==> config.mk <==
export PLATFORM = sky130hd
export DESIGN_NAME = wp_guard
export DESIGN_NICKNAME = d
export VERILOG_FILES = /design/src/rtl/wp_guard_pkg.sv /design/src/rtl/wp_addr_match.sv /design/src/rtl/wp_lock_reg.sv /design/src/rtl/wp_write_gate.sv /design/src/rtl/wp_guard.sv
export SDC_FILE = /design/constraint.sdc
export NUM_CORES = 1
export LEC_CHECK = 0
export BUFFER_PORTS_ARGS = -buffer_cell sky130_fd_sc_hd__buf_2
export CORE_AREA = 2 2 39 41
export DETAILED_ROUTE_END_ITERATION = 8
export DIE_AREA = 0 0 41 43
export GPL_ROUTABILITY_DRIVEN = 1
export GPL_TIMING_DRIVEN = 0
export PLACE_DENSITY = 0.64
export SLEW_MARGIN = 20
export SYNTH_ARGS = -nofsm -noshare
export SYNTH_HDL_FRONTEND = slang
export SYNTH_SLANG_ARGS = --single-unit
==> constraint.sdc <==
create_clock -name clk -period 2.3 [get_ports clk]
set_input_delay 0.23 -clock clk [delete_from_list [all_inputs] [get_ports clk]]
set_output_delay 0.23 -clock clk [all_outputs]
set_load 0.02 [all_outputs]
==> src/rtl/wp_guard_pkg.sv <==
package wp_guard_pkg;
   localparam int NUM_GRP   = 3;   // protected register groups
   localparam int LOCK_BITS = 4;   // stored lock bits (3..0)
   localparam int SHOT_BIT  = 2;   // one-shot key bit position
   typedef logic [NUM_GRP-1:0]   grp_vec_t;
   typedef logic [LOCK_BITS-1:0] lock_t;
endpackage

==> src/rtl/wp_addr_match.sv <==
module wp_addr_match #(
   parameter int               AW    = 8,
   parameter int               N     = 1,
   parameter logic [N*AW-1:0]  ADDRS = '0
) (
   input  logic [AW-1:0] addr,
   output logic          hit
);
   if (N < 1) begin : g_bad_n
      $error("wp_addr_match: N must be at least 1");
   end

   logic [N-1:0] eq;
   for (genvar i = 0; i < N; i++) begin : g_cmp
      assign eq[i] = (addr == ADDRS[i*AW +: AW]);
   end
   assign hit = |eq;
endmodule

==> src/rtl/wp_lock_reg.sv <==
module wp_lock_reg
   import wp_guard_pkg::*;
(
   input  logic  clk,
   input  logic  rst_n,
   input  logic  we,
   input  logic  lock_hit,
   input  lock_t wdata,
   output lock_t bits
);
   always_ff @(posedge clk or negedge rst_n) begin
      if (!rst_n) begin
         bits <= '0;
      end else if (we) begin
         if (lock_hit) bits <= wdata;
         else          bits[SHOT_BIT] <= 1'b0;
      end
   end

   // any other write consumes the key
   a_r4_shot_clears: assert property (@(posedge clk) disable iff (!rst_n)
      (we && !lock_hit && bits[SHOT_BIT]) |=> !bits[SHOT_BIT]);
   // a lock write with bit 2 set leaves the key armed
   a_r4_shot_rearm: assert property (@(posedge clk) disable iff (!rst_n)
      (we && lock_hit && wdata[SHOT_BIT]) |=> bits[SHOT_BIT]);
   // sticky bits untouched by foreign writes
   a_r5_sticky: assert property (@(posedge clk) disable iff (!rst_n)
      (we && !lock_hit) |=> $stable(bits[1:0]));
   // without a write nothing changes
   a_r1_idle_hold: assert property (@(posedge clk) disable iff (!rst_n)
      !we |=> $stable(bits));
endmodule

==> src/rtl/wp_write_gate.sv <==
module wp_write_gate
   import wp_guard_pkg::*;
(
   input  logic     clk,
   input  logic     rst_n,
   input  logic     we,
   input  logic     lock_hit,
   input  grp_vec_t grp_hit,
   input  grp_vec_t grp_en,
   output grp_vec_t grp_we,
   output logic     pass_we,
   output logic     viol
);
   logic blocked;

   assign grp_we  = {NUM_GRP{we}} & grp_hit & grp_en;
   assign pass_we = we & ~lock_hit & ~(|grp_hit);
   assign blocked = we & (|(grp_hit & ~grp_en));

   always_ff @(posedge clk or negedge rst_n) begin
      if (!rst_n) viol <= 1'b0;
      else        viol <= blocked;
   end

   // a dropped write is followed by a violation pulse
   a_r7_flag: assert property (@(posedge clk) disable iff (!rst_n)
      (we && |(grp_hit & ~grp_en)) |=> viol);
   // unprotected writes never raise a violation
   a_r9_no_viol: assert property (@(posedge clk) disable iff (!rst_n)
      (we && !lock_hit && grp_hit == '0) |=> !viol);
   // at most one enable per cycle
   a_r2_one_enable: assert property (@(posedge clk) disable iff (!rst_n)
      $onehot0({pass_we, grp_we}));
   // lock writes raise no downstream enable
   a_r10_lock_quiet: assert property (@(posedge clk) disable iff (!rst_n)
      (we && lock_hit) |-> (!pass_we && grp_we == '0));
endmodule

==> src/rtl/wp_guard.sv <==
module wp_guard
   import wp_guard_pkg::*;
#(
   parameter int                 AW       = 8,
   parameter int                 DW       = 8,
   parameter logic [AW-1:0]      LOCK_ADR = 8'h0A,
   parameter int                 G0_N     = 6,
   parameter int                 G1_N     = 5,
   parameter int                 G2_N     = 2,
   parameter logic [G0_N*AW-1:0] G0_ADRS  = {8'h1D, 8'h1C, 8'h10, 8'h0C, 8'h07, 8'h06},
   parameter logic [G1_N*AW-1:0] G1_ADRS  = {8'h2E, 8'h13, 8'h12, 8'h05, 8'h04},
   parameter logic [G2_N*AW-1:0] G2_ADRS  = {8'h3D, 8'h3C}
) (
   input  logic          clk,
   input  logic          rst_n,
   input  logic [AW-1:0] bus_addr,
   input  logic [DW-1:0] bus_wdata,
   input  logic          bus_we,
   output logic [DW-1:0] bus_rdata,
   output logic [2:0]    grp_we,
   output logic          pass_we,
   output logic          viol
);
   localparam int PAD_W = DW - LOCK_BITS;

   if (DW <= LOCK_BITS) begin : g_bad_dw
      $error("wp_guard: DW must exceed the lock register width");
   end
   if (AW < 2) begin : g_bad_aw
      $error("wp_guard: AW too small");
   end

   grp_vec_t grp_hit;
   logic     lock_hit;
   lock_t    lock_bits;
   logic     unused_hi;

   assign unused_hi = ^bus_wdata[DW-1:LOCK_BITS];

   wp_addr_match #(.AW(AW), .N(1), .ADDRS(LOCK_ADR)) u_lock_match (
      .addr(bus_addr), .hit(lock_hit));

   for (genvar g = 0; g < NUM_GRP; g++) begin : g_grp
      if (g == 0) begin : g_m
         wp_addr_match #(.AW(AW), .N(G0_N), .ADDRS(G0_ADRS)) u_m (
            .addr(bus_addr), .hit(grp_hit[g]));
      end else if (g == 1) begin : g_m
         wp_addr_match #(.AW(AW), .N(G1_N), .ADDRS(G1_ADRS)) u_m (
            .addr(bus_addr), .hit(grp_hit[g]));
      end else begin : g_m
         wp_addr_match #(.AW(AW), .N(G2_N), .ADDRS(G2_ADRS)) u_m (
            .addr(bus_addr), .hit(grp_hit[g]));
      end
   end

   wp_lock_reg u_lock (
      .clk(clk), .rst_n(rst_n), .we(bus_we), .lock_hit(lock_hit),
      .wdata(bus_wdata[LOCK_BITS-1:0]), .bits(lock_bits));

   wp_write_gate u_gate (
      .clk(clk), .rst_n(rst_n), .we(bus_we), .lock_hit(lock_hit),
      .grp_hit(grp_hit), .grp_en(lock_bits[NUM_GRP-1:0]),
      .grp_we(grp_we), .pass_we(pass_we), .viol(viol));

   assign bus_rdata = lock_hit ? {{PAD_W{1'b0}}, lock_bits} : '0;

   // an address belongs to at most one region
   a_r2_decode_unique: assert property (@(posedge clk) disable iff (!rst_n)
      $onehot0({lock_hit, grp_hit}));
   // unassigned read bits are zero
   a_r6_pad_zero: assert property (@(posedge clk) disable iff (!rst_n)
      bus_rdata[DW-1:LOCK_BITS] == '0);
endmodule

After elaboration in Yosys (flattened, before gate mapping)
Cells that the tools add are included.

cells by class
  $add $sub $neg = 0
  multiply operators = 0
  div/mod/pow operators = 0
  order comparisons = 0
  equal/unequal tests = 14
  shifts and indexed selects = 0
  muxes and demuxes = 2
  bitwise operators = 9
  reductions and logical operators = 6

operators by type and width
  cell                count
  $eq 8x5->1 const B  5
  $eq 8x3->1 const B  4
  $eq 8x6->1 const B  3
  $eq 8x4->1 const B  2
  $reduce_or 13->1    1
  $and 3x3->3         3
  $reduce_or 6->1     1
  $reduce_or 5->1     1
  $mux 4              1
  $and 1x1->1         3
  $not 3->3           1
  $reduce_or 3->1     1
  $not 1->1           2
  $reduce_and 2->1    1
  $reduce_or 2->1     1
  $mux 1              1

storage, ports and cells
  register bits after elaboration = 5
  bits in latches = 0
  memory bits (writable) = 0
  memory bits (read-only) = 0
  output and inout port bits = 13
  logic and storage cells = 34
  memories = 0

Logic depth before layout (Yosys ltp)
Gate-level depths: netlist of run 1.

  word-level depth = 5
  gate-level depth with buffers = 4
  mapped depth without buffers = 4

Cells and area by module
A second synthesis of run 1 with hierarchy kept.

second synthesis, totals
  cell total of the unflattened synthesis = 51
  area, all modules = 473.0 um^2

by module, submodules not included
  module                            times used  cells an instance  area each (um^2)
  wp_lock_reg                       1           11                 165.2
  wp_write_gate                     1           10                 85.1
  wp_guard                          1           9                  58.8
  wp_addr_match (g_grp[1].g_m.u_m)  1           8                  57.6
  wp_addr_match (g_grp[0].g_m.u_m)  1           7                  53.8
  wp_addr_match (u_lock_match)      1           3                  28.8
  wp_addr_match (g_grp[2].g_m.u_m)  1           3                  23.8

Worst setup path before layout of run 1
No wires, ideal clock.

  kind = input to output
  start = in bus_addr[0]
  end = out grp_we[0]
  arrival = 1.417 ns
  setup slack = 0.653 ns
  stages on the path = 4
  buffers on the path = 0
  cell sequence = or4b_1 a31o_1 a21oi_1 and3_1

on the way
  longest elaborated chain between the ends = 4
  elaborated cells between the ends (all ways) = 9
  those cells by class = eq/ne (6); bitwise (2); reduce/logical (1)

ends and longest elaborated chain
  item                                      RTL line             text
  from (decl)                               wp_guard.sv:16       input logic [AW-1:0] bus_addr,
  $eq 8x3->1, or another cell as far along  wp_addr_match.sv:15  assign eq[i] = (addr == ADDRS[i*AW +: AW]);
  $reduce_or 6->1 *                         wp_addr_match.sv:17  assign hit = |eq;
  $and 3x3->3 * (2 in a row)                wp_write_gate.sv:16  assign grp_we = {NUM_GRP{we}} & grp_hit & grp_en;
  to (decl)                                 wp_guard.sv:20       output logic [2:0] grp_we,

Mark *: on every way between the ends. The rest lies on a longest branch, timed or not.

Worst setup path after layout of run 1
  start = in bus_addr[2]
  end = out grp_we[0]

Same word-level chain as after synthesis.

==> key figures, run 1 <==
Status
  • Outcome: complete, no violations

Drt
  • DRT iter0 DRCs: 7
  • Remaining DRCs: 0
  • First-pass DRT Iterations: 4
  • Antenna-violating nets left: 0
  • WL/cell: 10.29 um
  • Vias per cell: 4.667
  • Vias: 448
  • Routed WL: 988 um

Worst setup path
  • Worst Path Buf+Inv: 2
  • WP data arrival: 1.71 ns
  • Crit path capture type: output port
  • Most used cell, CP: buf_2
  • CP max stage delay: 0.51 ns
  • CP Class: input port to output port
  • Startpoint Class: input port
  • Worst EP required: 2.07 ns
  • CP cell instances: buf_2 -> or4b_1 -> a31o_1 -> a21oi_1 -> and3_1 -> buf_2
  • RR Startpoint: u_lock.bits[2]$_DFFE_PN0P_
  • CP max FO: 8
  • Worst setup path startpoint: bus_addr[2]
  • Slowest cell on the critical path: or4b_1
  • CP delay by family, top: simple AND/OR/NAND/NOR gates

Clock network
  • Htree depth: 1
  • CTS buffer count: 3
  • CTS Sinks: 5
  • Post-CTS setup buffer count: 0
  • Cts-stage hold buffer count: 1
  • Clock slew at reported path FFs: 0.04 ns
  • Clock Tree Buf Depth: 2
  • Clk Latency, worst-skew pair: 0.23 ns
  • CTS tree: built
  • Root Buffer: clkbuf_4
  • CTS resizes: 0

Global route
  • Grt ovf: 0
  • Vias in the first global route: 389
  • First-pass GRT wire length: 1.545 mm
  • Pin count of the biggest net entering global routing: 10
  • Initial antenna violation count: 0
  • GRT Util Overall: 12.59%

Timing
  • Final setup fails: 0
  • Final period util: 84.53%
  • Fin. Hold Viols: 0
  • FMAX: 514.3 MHz
  • Setup Skew: 0.004416 ns
  • Setup TNS: 0 ns
  • Pins over their slew limit: 0
  • Unrepaired setup endpoints after global routing: no
  • Final min period: 1.944 ns
  • Final setup margin: 0.3557 ns

Placed design
  • Dpl hpwl: 814.1 um
  • RD Place Congestion: 0.7351
  • Pre-CTS setup slack: 0.3539 ns
  • IO buf count: 23

Power
  • Total power per unit cell area: 393.6 nW/um2
  • Total power: 248.7 uW
  • P_leak: 0.3280 nW
  • Worst vdd ir: 0.1488 mV

Synth
  • Largest family of logic cells by synthesized area: simple AND/OR/NAND/NOR gates
  • Mapped Cells: 49
  • Ys Warns: 0
  • Mapped cell area: 449.2 um2
  • Post-synth EDFFs: 0
  • Top post-synthesis cells by count: dfrtp_1 (5), and2_1 (4), buf_4 (4)
  • Xor-xnor portion of the synthesized cell area: 0%
  • Netlist cell types: 30
  • Seq cells post-synth: 5
  • Syn avg cell area: 9.167 um2
  • Part of the Yosys area used for sequential elements: 27.86%
  • Synth Area in Simple Gates: 39.28%
  • Largest area contributor in the netlist: dfrtp_1
  • Synth area leaders: dfrtp_1 (28%), mux2_4 (10%), buf_4 (6.7%), and2_1 (5.6%), nor4_4 (4.7%)
  • Post-Synth Adder-Cell Area: 0%
  • Top FF cell, synth: dfrtp_1
  • Post-synthesis mux area share: 10.03%
  • Count leader, synth: dfrtp_1
  • FFs w/ async S/R, synth: 100.0%
  • Synth Area in Compound Gates: 13.65%
  • Post-synth top area share: 27.86%

Run
  • Max-cap violations: 0

Floorplanning
  • Die Area: 1763 um2
  • Core Region: 1384 um2
  • IO Count: 32
  • Die Span X: 41 um
  • Die Ht: 43 um
  • Row count: 14
  • Initial Utilization: 32.46%

Min path
  • Min-delay src: bus_wdata[1]
  • Hold/Removal Path Class: input port to register

Finish
  • Register Area: 125.1 um2
  • Area delta synth->final: 40.67%
  • NumNets Final: 100
  • Area of the multi-input gates: 297.8 um2
  • Fillers: 135
  • Antenna diodes: 0
  • Layout cells sized above 1: 45.00%
## registers in the layout, summed over array words and instances (netlist names)
register / cells
u_gate.viol: 1
u_lock.bits: 4
## path summary, 6_finish.rpt
check / endpoint / slack [ns] / cells past startpoint
max in group asynchronous: u_gate.viol$_DFF_PN0_ / 1.83 / 2
worst min-delay path: u_lock.bits[1]$_DFFE_PN0P_ / 0.22 / 2
min in group asynchronous: u_lock.bits[2]$_DFFE_PN0P_ / 0.34 / 2
worst max-delay path: grp_we[0] / 0.36 / 6
worst max register to register: u_gate.viol$_DFF_PN0_ / 1.31 / 3
worst min register to register: u_lock.bits[3]$_DFFE_PN0P_ / 0.50 / 1
## power by group
group          total [mW]  internal, mW  leakage, nW  switching [mW]
clock network      0.0974        0.0653       0.0150          0.0320
logic              0.0579        0.0279        0.244          0.0300
registers          0.0935        0.0912       0.0692         0.00225
## through the flow
| stage | instances | hold slack (ns) | area (um2) | util [%] |
|---|---|---|---|---|
| 4_1_cts | 96 | 0.2184 | 631.9 | 45.66 |
| 6_report | 96 | 0.2241 | 631.9 | 45.66 |
| 3_5_place_dp | 91 | 0.04732 | 595.6 | 43.04 |
| 2_1_floorplan | 52 | -0.06559 | 460.4 | - |
| 3_3_place_gp | 91 | 0.04404 | 595.6 | 43.04 |
| 5_1_grt | 96 | 0.2188 | 631.9 | 45.66 |
## cell usage in the layout (no fill, tap or decap), types with 2 or more instances in the layout
cell type,count
inv_1,2
nand3_1,2
conb_1,4
o21ai_0,2
and3_1,2
a21oi_1,2
clkbuf_4,3
nor2b_1,2
and2_1,4
buf_4,4
nand2b_1,2
mux2_4,3
dfrtp_1,5
buf_2,23
## final cells by class
class / instances / share of cell area, %
flip-flops and latches: 5 / 19.80
well taps: 16 / 3.168
multi-input cells: 41 / 47.13
clock buffers: 4 / 4.158
plain buffers: 4 / 4.752
inverters: 2 / 1.188
repair buffers: 24 / 19.80
## per-layer routing
metal / vias to the layer above / global-route usage, % / share of wire (%)
met2: 16 / 19.69 / 49
met1: 196 / 17.21 / 44
met3: 0 / 1.571 / 6.9
met4: 0 / 4.000 / 0
li1: 236 / - / -
met5: - / 0 / 0
## cell families after synthesis
logic type	after synthesis
buffers and inverters	6
multiplexers	3
AND/OR/NAND/NOR	25
other	1
flip-flops	5
AO/OA/AOI/OAI	9
(Power assumes the default switching activity.)
==> run 2: changes to the inputs <==
--- a/config.mk
+++ b/config.mk
@@ -6,12 +6,12 @@
 export NUM_CORES = 1
 export LEC_CHECK = 0
 export BUFFER_PORTS_ARGS = -buffer_cell sky130_fd_sc_hd__buf_2
-export CORE_AREA = 2 2 39 41
+export CORE_MARGIN = 2
+export CORE_UTILIZATION = 34
 export DETAILED_ROUTE_END_ITERATION = 8
-export DIE_AREA = 0 0 41 43
 export GPL_ROUTABILITY_DRIVEN = 1
 export GPL_TIMING_DRIVEN = 0
-export PLACE_DENSITY = 0.64
+export PLACE_DENSITY = 0.67
 export SLEW_MARGIN = 20
 export SYNTH_ARGS = -nofsm -noshare
 export SYNTH_HDL_FRONTEND = slang
==> constraint.sdc (replaced) <==
create_clock -name clk -period 1.6 [get_ports clk]
set_input_delay 0.16 -clock clk [delete_from_list [all_inputs] [get_ports clk]]
set_output_delay 0.16 -clock clk [all_outputs]
set_load 0.02 [all_outputs]
==> key figures, run 2 (synthesized netlist as in run 1, its figures left out) <==
Timing
  • Final min period: 1.640 ns
  • Setup Skew: 0.002290 ns
  • Final setup margin: -0.03954 ns
  • Unrepaired setup endpoints after global routing: yes
  • Pins over their slew limit: 0
  • Final setup fails: 1
  • Setup TNS: -0.03954 ns
  • FMAX: 609.9 MHz
  • Final period util: 102.5%
  • Fin. Hold Viols: 0

Global route
  • Met3 usage: 6.667%
  • Layer with the highest usage: met2
  • Vias in the first global route: 366
  • Met2 Resource Use GR: 21.43%
  • First-pass GRT wire length: 1.538 mm
  • Initial antenna violation count: 0
  • Pin count of the biggest net entering global routing: 10
  • GR Util met1: 19.80%
  • Grt ovf: 0
  • GRT Util Overall: 14.30%

Min path
  • Hold path cells: 2
  • Min-delay src: bus_wdata[3]
  • Hold Path End: u_lock.bits[3]$_DFFE_PN0P_
  • Hold/Removal Path Class: input port to register

Finish
  • Final instance area: 689.4 um2
  • NumNets Final: 102
  • Area delta synth->final: 53.48%
  • Most frequent cells in the layout: buf_2 (19), buf_4 (7), dfrtp_1 (5), and2_1 (4), conb_1 (4)
  • Biggest regs: u_lock.bits (4), u_gate.viol (1)
  • Post-Layout Cell Count: 97
  • Largest Register: u_lock.bits
  • Layout cells sized above 1: 50.00%
  • Fillers: 122
  • Antenna diodes: 0
  • Max reg flops: 4
  • Commonest non-fill, non-tap cell in the layout: buf_2

Power
  • Total power: 367.0 uW
  • Worst vdd ir: 0.4380 mV
  • Total power per unit cell area: 532.3 nW/um2
  • P_leak: 0.3455 nW

Status
  • Failing checks: setup timing
  • Outcome: finished with violations

Worst setup path
  • CP Class: input port to output port
  • Startpoint Class: input port
  • Crit path capture type: output port
  • Reg2reg end: u_gate.viol$_DFF_PN0_
  • CP cell instances: buf_12 -> or4b_1 -> a31o_1 -> a21oi_2 -> and3_4 -> buf_6
  • R2R Setup Slk: 0.62 ns
  • Worst EP required: 1.44 ns
  • CP max stage delay: 0.51 ns
  • Slowest cell on the critical path: or4b_1
  • RR Startpoint: u_lock.bits[2]$_DFFE_PN0P_
  • WP data arrival: 1.48 ns
  • R2R depth: 3
  • CP max FO: 3

Placed design
  • Dpl cells: 90
  • RD Place Congestion: 0.7991
  • Dpl hpwl: 811 um
  • Pre-CTS setup slack: -0.1951 ns
  • Area after DPL: 594.3 um2
  • IO buf count: 23

Drt
  • Vias per cell: 4.897
  • Remaining DRCs: 0
  • Antenna-violating nets left: 0
  • WL/cell: 10.78 um
  • First-pass DRT Iterations: 4
  • Routed WL: 1.046 mm
  • DRT iter0 DRCs: 5
  • Vias: 475

Floorplanning
  • Initial Utilization: 35.40%
  • Core Region: 1269 um2
  • IO Count: 32
  • Die Ht: 40.35 um
  • Die Area: 1628 um2
  • Die Span X: 40.35 um
  • Row count: 13

Clock network
  • Clk Latency, worst-skew pair: 0.23 ns
  • CTS Sinks: 5
  • Root Buffer: clkbuf_4
  • Clock slew at reported path FFs: 0.04 ns
  • CTS buffer count: 3
  • Clock Tree Buf Depth: 2
  • CTS tree: built
  • Htree depth: 1

Run
  • Max-cap violations: 0
run 2: worst max path at each step:
| stage | startpoint | end | slack [ns] | cells after the start |
|---|---|---|---|---|
| 6_report | bus_addr[2] | grp_we[0] | -0.04 | 6 |
| 5_1_grt | bus_addr[2] | grp_we[0] | -0.08 | 6 |
| 4_1_cts | bus_addr[2] | grp_we[0] | -0.02 | 6 |
| 3_5_place_dp | bus_addr[2] | grp_we[0] | -0.20 | 6 |
| 3_3_place_gp | bus_addr[2] | grp_we[0] | -0.18 | 6 |
| 2_1_floorplan | bus_addr[0] | grp_we[0] | 0.09 | 4 |
run 2: report_power, final:
part	total, mW	switching (mW)	internal, mW	leakage [nW]
sequential	0.135	0.00343	0.131	0.0692
clock	0.139	0.0455	0.0939	0.0150
combinational	0.0929	0.0448	0.0481	0.261
run 2: cell type report:
class | count | area [um2] | area share (%)
buffer | 4 | 30.03 | 4.356
clock buffer | 4 | 26.28 | 3.811
tap | 15 | 18.77 | 2.722
multi-input combinational | 41 | 311.5 | 45.19
timing repair buffer | 26 | 170.2 | 24.68
inverter | 2 | 7.507 | 1.089
sequential | 5 | 125.1 | 18.15
run 2: critical path, delay by kind of cell:
family | cells | cell delay [ns]
AOI/OAI and AO/OA | 2 | 0.40
and+or+nand+nor | 2 | 0.72
buffers and inverters | 2 | 0.21
run 2: metrics by stage:
step	utilization (%)	hold slack (ns)
floorplan	-	-0.1356
global placement	46.84	-0.02316
detailed placement	46.84	-0.02167
CTS	52.86	0.1474
global route	54.34	0.1468
finish	54.34	0.1549
run 2: metal layers:
layer / part of all wire, % / up-vias
li1: - / 243
met1: 46 / 217
met2: 49 / 15
met3: 5.3 / 0
met4: 0 / 0
met5: 0 / -
run 2: timing repair:
action | in CTS | in global routing
pin swaps | 5 | 3
buffers inserted | 2 | 0
gates resized for setup | 7 | 4
hold endpoints to repair | 5 | 0
hold buffers | 1 | 0
endpoints found under the setup margin | 6 | 7
